===== src/rtl/eraseCmdPkg.sv =====
package eraseCmdPkg;

  localparam int CMD_BITS = 11;
  localparam int DATA_W   = 8;

  localparam logic [CMD_BITS-1:0] ADR_FIRST  = 11'h555;
  localparam logic [CMD_BITS-1:0] ADR_SECOND = 11'h2AA;

  localparam logic [DATA_W-1:0] CODE_KEY_A   = 8'hAA;
  localparam logic [DATA_W-1:0] CODE_KEY_B   = 8'h55;
  localparam logic [DATA_W-1:0] CODE_ARM     = 8'h80;
  localparam logic [DATA_W-1:0] CODE_ALL     = 8'h10;
  localparam logic [DATA_W-1:0] CODE_SECTOR  = 8'h30;
  localparam logic [DATA_W-1:0] CODE_BP_IN   = 8'h20;
  localparam logic [DATA_W-1:0] CODE_BP_OUT1 = 8'h90;
  localparam logic [DATA_W-1:0] CODE_BP_OUT2 = 8'h00;

  typedef enum logic [3:0] {
    ST_READ,
    ST_KEY1,
    ST_KEY2,
    ST_ARMED,
    ST_KEY3,
    ST_KEY4,
    ST_BP_ARMED,
    ST_BP_LEAVE,
    ST_COLLECT,
    ST_ERASING
  } cmdState_e;

  typedef struct packed {
    logic clrMask;
    logic setAll;
    logic addSect;
    logic loadWin;
    logic startErase;
  } dpCtrl_t;

endpackage


===== src/rtl/eraseDatapath.sv =====
module eraseDatapath
  import eraseCmdPkg::*;
#(
  parameter int NSECT     = 8,
  parameter int ERASE_CYC = 40,
  parameter int WIN_CYC   = 30,
  localparam int SECT_BITS = $clog2(NSECT),
  localparam int ADDR_W    = CMD_BITS + SECT_BITS
) (
  input  logic                clk,
  input  logic                rstN,
  input  logic                hwRstN,
  input  logic                weN,
  input  logic [ADDR_W-1:0]   busAddr,
  input  logic [DATA_W-1:0]   busData,
  input  dpCtrl_t             ctrl,
  output logic                wrStrobe,
  output logic [CMD_BITS-1:0] wrCmdAddr,
  output logic [DATA_W-1:0]   wrData,
  output logic                eraseZero,
  output logic                winZero,
  output logic [NSECT-1:0]    sectMask
);

  localparam int ECW = $clog2(ERASE_CYC + 1);
  localparam int WCW = $clog2(WIN_CYC + 1);
  localparam logic [ECW-1:0] ERASE_LOAD = ECW'(ERASE_CYC - 1);
  localparam logic [WCW-1:0] WIN_LOAD   = WCW'(WIN_CYC - 1);

  logic [2:0]           weSync;
  logic [ADDR_W-1:0]    addrQ;
  logic [DATA_W-1:0]    dataQ;
  logic [SECT_BITS-1:0] wrSect;
  logic [NSECT-1:0]     sectHit;
  logic [ECW-1:0]       eraseCnt;
  logic [WCW-1:0]       winCnt;

  // Two-flop synchroniser plus one stage for edge detection.
  always_ff @(posedge clk or negedge rstN) begin
    if (!rstN) weSync <= 3'b111;
    else       weSync <= {weSync[1:0], weN};
  end

  assign wrStrobe = weSync[1] & ~weSync[2];

  // Bus is held stable by the host around the strobe release.
  always_ff @(posedge clk or negedge rstN) begin
    if (!rstN) begin
      addrQ <= '0;
      dataQ <= '0;
    end else begin
      addrQ <= busAddr;
      dataQ <= busData;
    end
  end

  assign wrCmdAddr = addrQ[CMD_BITS-1:0];
  assign wrSect    = addrQ[ADDR_W-1:CMD_BITS];
  assign wrData    = dataQ;

  for (genvar i = 0; i < NSECT; i++) begin : gHit
    assign sectHit[i] = (wrSect == SECT_BITS'(i));
  end

  always_ff @(posedge clk or negedge rstN) begin
    if (!rstN)                          sectMask <= '0;
    else if (!hwRstN || ctrl.clrMask)   sectMask <= '0;
    else if (ctrl.setAll)               sectMask <= '1;
    else if (ctrl.addSect)              sectMask <= sectMask | sectHit;
  end

  always_ff @(posedge clk or negedge rstN) begin
    if (!rstN)                 eraseCnt <= '0;
    else if (!hwRstN)          eraseCnt <= '0;
    else if (ctrl.startErase)  eraseCnt <= ERASE_LOAD;
    else if (eraseCnt != '0)   eraseCnt <= eraseCnt - 1'b1;
  end

  always_ff @(posedge clk or negedge rstN) begin
    if (!rstN)               winCnt <= '0;
    else if (!hwRstN)        winCnt <= '0;
    else if (ctrl.loadWin)   winCnt <= WIN_LOAD;
    else if (winCnt != '0)   winCnt <= winCnt - 1'b1;
  end

  assign eraseZero = (eraseCnt == '0);
  assign winZero   = (winCnt == '0);

endmodule


===== src/rtl/eraseControl.sv =====
module eraseControl
  import eraseCmdPkg::*;
(
  input  logic                clk,
  input  logic                rstN,
  input  logic                hwRstN,
  input  logic                wrStrobe,
  input  logic [CMD_BITS-1:0] wrCmdAddr,
  input  logic [DATA_W-1:0]   wrData,
  input  logic                eraseZero,
  input  logic                winZero,
  output dpCtrl_t             ctrl,
  output logic                busy,
  output logic                pending,
  output logic                bypassOn,
  output logic                eraseDone
);

  cmdState_e state, stateNxt;
  logic      bypassNxt;
  logic      doneNxt;

  function automatic logic isCmd(input logic [CMD_BITS-1:0] a, input logic [DATA_W-1:0] d,
                                 input logic [CMD_BITS-1:0] ea, input logic [DATA_W-1:0] ed);
    return (a == ea) && (d == ed);
  endfunction

  always_comb begin
    stateNxt  = state;
    bypassNxt = bypassOn;
    doneNxt   = 1'b0;
    ctrl      = '0;
    unique case (state)
      ST_READ: begin
        if (wrStrobe) begin
          if (bypassOn) begin
            if (wrData == CODE_ARM)          stateNxt = ST_BP_ARMED;
            else if (wrData == CODE_BP_OUT1) stateNxt = ST_BP_LEAVE;
          end else if (isCmd(wrCmdAddr, wrData, ADR_FIRST, CODE_KEY_A)) begin
            stateNxt = ST_KEY1;
          end
        end
      end
      ST_KEY1, ST_KEY3: begin
        if (wrStrobe) begin
          if (isCmd(wrCmdAddr, wrData, ADR_SECOND, CODE_KEY_B))
            stateNxt = (state == ST_KEY1) ? ST_KEY2 : ST_KEY4;
          else
            stateNxt = ST_READ;
        end
      end
      ST_KEY2: begin
        if (wrStrobe) begin
          if (isCmd(wrCmdAddr, wrData, ADR_FIRST, CODE_ARM)) begin
            stateNxt = ST_ARMED;
          end else if (isCmd(wrCmdAddr, wrData, ADR_FIRST, CODE_BP_IN)) begin
            stateNxt  = ST_READ;
            bypassNxt = 1'b1;
          end else begin
            stateNxt = ST_READ;
          end
        end
      end
      ST_ARMED: begin
        if (wrStrobe)
          stateNxt = isCmd(wrCmdAddr, wrData, ADR_FIRST, CODE_KEY_A) ? ST_KEY3 : ST_READ;
      end
      ST_KEY4, ST_BP_ARMED: begin
        if (wrStrobe) begin
          if (wrData == CODE_ALL && (state == ST_BP_ARMED || wrCmdAddr == ADR_FIRST)) begin
            ctrl.setAll     = 1'b1;
            ctrl.startErase = 1'b1;
            stateNxt        = ST_ERASING;
          end else if (wrData == CODE_SECTOR) begin
            ctrl.addSect = 1'b1;
            ctrl.loadWin = 1'b1;
            stateNxt     = ST_COLLECT;
          end else begin
            stateNxt = ST_READ;
          end
        end
      end
      ST_BP_LEAVE: begin
        if (wrStrobe) begin
          stateNxt = ST_READ;
          if (wrData == CODE_BP_OUT2) bypassNxt = 1'b0;
        end
      end
      ST_COLLECT: begin
        if (wrStrobe) begin
          if (wrData == CODE_SECTOR) begin
            ctrl.addSect = 1'b1;
            ctrl.loadWin = 1'b1;
          end else begin
            ctrl.clrMask = 1'b1;
            stateNxt     = ST_READ;
          end
        end else if (winZero) begin
          ctrl.startErase = 1'b1;
          stateNxt        = ST_ERASING;
        end
      end
      ST_ERASING: begin
        if (eraseZero) begin
          ctrl.clrMask = 1'b1;
          doneNxt      = 1'b1;
          stateNxt     = ST_READ;
        end
      end
      default: stateNxt = ST_READ;
    endcase
  end

  always_ff @(posedge clk or negedge rstN) begin
    if (!rstN) begin
      state     <= ST_READ;
      bypassOn  <= 1'b0;
      eraseDone <= 1'b0;
    end else if (!hwRstN) begin
      state     <= ST_READ;
      bypassOn  <= 1'b0;
      eraseDone <= 1'b0;
    end else begin
      state     <= stateNxt;
      bypassOn  <= bypassNxt;
      eraseDone <= doneNxt;
    end
  end

  assign busy    = (state == ST_ERASING);
  assign pending = (state == ST_COLLECT);

endmodule


===== src/rtl/eraseCmdDecoder.sv =====
module eraseCmdDecoder
  import eraseCmdPkg::*;
#(
  parameter int NSECT     = 8,
  parameter int ERASE_CYC = 40,
  parameter int WIN_CYC   = 30,
  localparam int SECT_BITS = $clog2(NSECT),
  localparam int ADDR_W    = CMD_BITS + SECT_BITS
) (
  input  logic              clk,
  input  logic              rstN,
  input  logic              hwRstN,
  input  logic              weN,
  input  logic [ADDR_W-1:0] busAddr,
  input  logic [7:0]        busData,
  output logic              busy,
  output logic              pending,
  output logic              bypassOn,
  output logic              eraseDone,
  output logic [NSECT-1:0]  sectMask
);

  dpCtrl_t             ctrl;
  logic                wrStrobe;
  logic [CMD_BITS-1:0] wrCmdAddr;
  logic [DATA_W-1:0]   wrData;
  logic                eraseZero;
  logic                winZero;

  eraseDatapath #(
    .NSECT(NSECT), .ERASE_CYC(ERASE_CYC), .WIN_CYC(WIN_CYC)
  ) u_dp (
    .clk(clk), .rstN(rstN), .hwRstN(hwRstN), .weN(weN),
    .busAddr(busAddr), .busData(busData), .ctrl(ctrl),
    .wrStrobe(wrStrobe), .wrCmdAddr(wrCmdAddr), .wrData(wrData),
    .eraseZero(eraseZero), .winZero(winZero), .sectMask(sectMask)
  );

  eraseControl u_ctl (
    .clk(clk), .rstN(rstN), .hwRstN(hwRstN),
    .wrStrobe(wrStrobe), .wrCmdAddr(wrCmdAddr), .wrData(wrData),
    .eraseZero(eraseZero), .winZero(winZero), .ctrl(ctrl),
    .busy(busy), .pending(pending), .bypassOn(bypassOn), .eraseDone(eraseDone)
  );

endmodule


===== config.mk =====
export PLATFORM = sky130hd
export DESIGN_NAME = eraseCmdDecoder
export DESIGN_NICKNAME = d
export VERILOG_FILES = /design/src/rtl/eraseCmdPkg.sv /design/src/rtl/eraseDatapath.sv /design/src/rtl/eraseControl.sv /design/src/rtl/eraseCmdDecoder.sv
export SDC_FILE = /design/constraint.sdc
export NUM_CORES = 1
export LEC_CHECK = 0
export BUFFER_PORTS_ARGS = -buffer_cell sky130_fd_sc_hd__buf_2
export CAP_MARGIN = 20
export CORE_MARGIN = 5
export CORE_UTILIZATION = 45
export DETAILED_ROUTE_END_ITERATION = 16
export GPL_ROUTABILITY_DRIVEN = 0
export GPL_TIMING_DRIVEN = 0
export PLACE_DENSITY_LB_ADDON = 0.2
export SYNTH_ARGS = -nofsm -noshare
export SYNTH_HDL_FRONTEND = slang
export SYNTH_SLANG_ARGS = --single-unit

===== constraint.sdc =====
create_clock -name clk -period 5.7 [get_ports clk]
set_input_delay 0.855 -clock clk [delete_from_list [all_inputs] [get_ports clk]]
set_output_delay 0.855 -clock clk [all_outputs]
set_load 0.05 [all_outputs]

==> flow_summary.toml <==
[status]
outcome = "finished, final reports clean"

[floorplan]
rows = 26
ios = 38
die_area_um2 = 6780
dieWidth_um = 82.4
fp.coreArea_um2 = 5110
initial_core_util_pct = 46.1
chipHeight_um = 82.4

[placement]
dp_hpwl_um = 3120
numPortBuffers = 36
place_ws_ps = 3380

[worst_hold_path]
whs_path_depth = 0
hp-start = "u_dp.weSync[0]"
hold_path_end = "u_dp.weSync[1]"
min_path_type = "reg2reg"

[global_route]
grt_antenna_before_repair = 0
grt-ovfl-total = 0
grt_pass1_vias = 1703
grt_start_max_net_pins = 51
grt_pass1_wl_um = 7690
grt.total_usage_pct = 14.8

[logic_synthesis]
syn_avg_cell_area_um2 = 11.2
synthesis.area_um2 = 2360
ys_async_sr_fraction_pct = 100
yosysMostFrequentCell = "dfrtp_1"
synth-seq-cells = 50
ys_types = 56
synth_area_leader_cell = "dfrtp_1"
ys_warn_count = 0
yosys-top-cells-count = "dfrtp_1 (47), nor2_1 (16), nand2_1 (12), nor3_1 (12), o31a_1 (9)"
syn_inst = 211
yosys-top-cells-area = "dfrtp_1 (50%), dfstp_2 (3.3%), o31a_1 (3.3%), nor3_1 (2.5%), nor2_1 (2.5%)"
yosysTopAreaCellShare_pct = 49.9
ys.flop_type = "dfrtp_1"
syn-num-nets = 241
seq_area_frac_synth_pct = 53.3
synth_edf_count = 0

[cts]
clk_path_buf_depth = 2
ctsResizeCount = 0
clk_pin_slew_ps = 90
clock_sinks = 50
cts_buffers = 5
htreeDepth = 2
hold_buffers = 0
cts_tree = "built"
cts_setup_buffers = 0
clock_latency_ps = 300
root_buffer = "clkbuf_8"

[critical_path]
r2r-end = "u_ctl.state[0]"
worstPathRequired_ps = 4850
reg2reg_slack_ps = 3620
r2r_start = "u_dp.winCnt[0]"
critPathKind = "reg2out"
startpoint_type = "register"
worstPathArrival_ps = 1820
worstPathMaxFanout = 10
r2r_cells = 8
crit_path_end_kind = "output port"

[timing]
drv_slew = 0
clock.fmax_ghz = 0.373
finalSetupViolations = 0
maxSlewHeadroom_pct = 60.4
fin_crit_sh_pct = 47.0
fin_skew_ps = 9.43
rsz0062_at_grt = "no"
hold_viol_final = 0
fin_crit_ps = 2680
tightest_slew_ps = 594
holdWs_ps = 358
fin_tns_setup_ps = 0
setup_ws_ps = 3020

[route]
ant_nets = 0
wl_met3_um = 222
wire_per_inst_um = 13.5
drt-met1-wl_um = 2180
top_layer_used = "met4"
viasPerCell = 5.29
wl_met2_um = 1940
drc = 0
drt_iter0_drc = 190
drt_first_pass_iters = 4
routed_wirelength_um = 4410
dr_total_vias = 1726

[layout]
syn_to_final_growth_pct = 17.5
drive_above_1_share_pct = 23.4
post-route-util_pct = 54.2
final.fill_count = 457
fin_nets = 285
num_antenna_cells = 0

[power]
cellPowerDensity_nw_per_um2 = 350
peakVddDrop_v = 0.000196
p_leak_nw = 1.26

[job]
cap_violations = 0
cell type report:
class                           instances  area, um^2  share of cell area [%]
Timing Repair Buffer                   37         208                    7.50
Clock buffer                            7        86.3                    3.12
Buffer                                  7        27.5                   0.995
Multi-Input combinational cell        149        1050                    38.1
Sequential cell                        50        1250                    45.3
Tap cell                               70        87.6                    3.16
Clock inverter                          1        30.0                    1.08
Inverter                                5        18.8                   0.678
kinds of logic after synthesis:
group / synth area share [%]
AO/OA/AOI/OAI: 14.8
adder cells (fa/ha/maj): 2.12
multiplexers: 0.478
AND/OR/NAND/NOR: 24.4
flip-flops: 53.3
buffers and inverters: 1.96
XOR/XNOR: 2.97
registers in the layout, indices dropped and copies added, names as in the netlist:
signal           flops
u_ctl.bypassOn       1
u_ctl.eraseDone      1
u_ctl.state          4
u_dp.addrQ          14
u_dp.eraseCnt        6
u_dp.sectMask        8
u_dp.weSync          3
u_dp.winCnt          5
u_dp.wrData          8
metal layers:
layer	vias up	global-route usage (%)
met1	813	21.0
met3	6	3.80
met2	46	21.6
li1	861	-
met5	-	0
met4	0	5.48
worst max-delay path by stage:
stage                   start    to  slack (ps)
3_5_place_dp   u_ctl.state[3]  busy        3380
2_1_floorplan  u_ctl.state[3]  busy        2910
4_1_cts        u_ctl.state[3]  busy        3010
5_1_grt        u_ctl.state[3]  busy        2840
6_report       u_ctl.state[3]  busy        3020
3_3_place_gp   u_ctl.state[3]  busy        3400
layout by cell type (no fill, tap or decap), types with 5 or more instances in the layout:
master     n
xnor2_1    6
o21a_1     8
nand2b_1   7
nor3b_1    6
nand2_1   12
nor4_1     5
clkbuf_1   6
o31a_1     9
and3_1     5
nor3_1    12
buf_2     37
o21ai_0    5
dfrtp_1   47
nor2_1    16
clkbuf_8   6
nand3_1    6
through the flow:
| stage | instance area, um^2 | instances | power, mW |
|---|---|---|---|
| after floorplan | 2360 | 211 | 0.660 |
| after global placement | 2620 | 317 | 0.713 |
| after detailed placement | 2620 | 317 | 0.717 |
| after CTS | 2740 | 325 | 0.978 |
| after global routing | 2770 | 326 | 1.04 |
| final | 2770 | 326 | 0.969 |
where the power goes:
part	switching (mW)	internal, mW
combinational	0.138	0.137
clock	0.112	0.143
sequential	0.0392	0.399
total	0.290	0.679
critical path, stage by stage (launching register included):
cell and delay (ps):
dfrtp_1 360, clkbuf_1 350, nor3b_1 460, buf_2 350
Power figures use the tool's default switching activity.
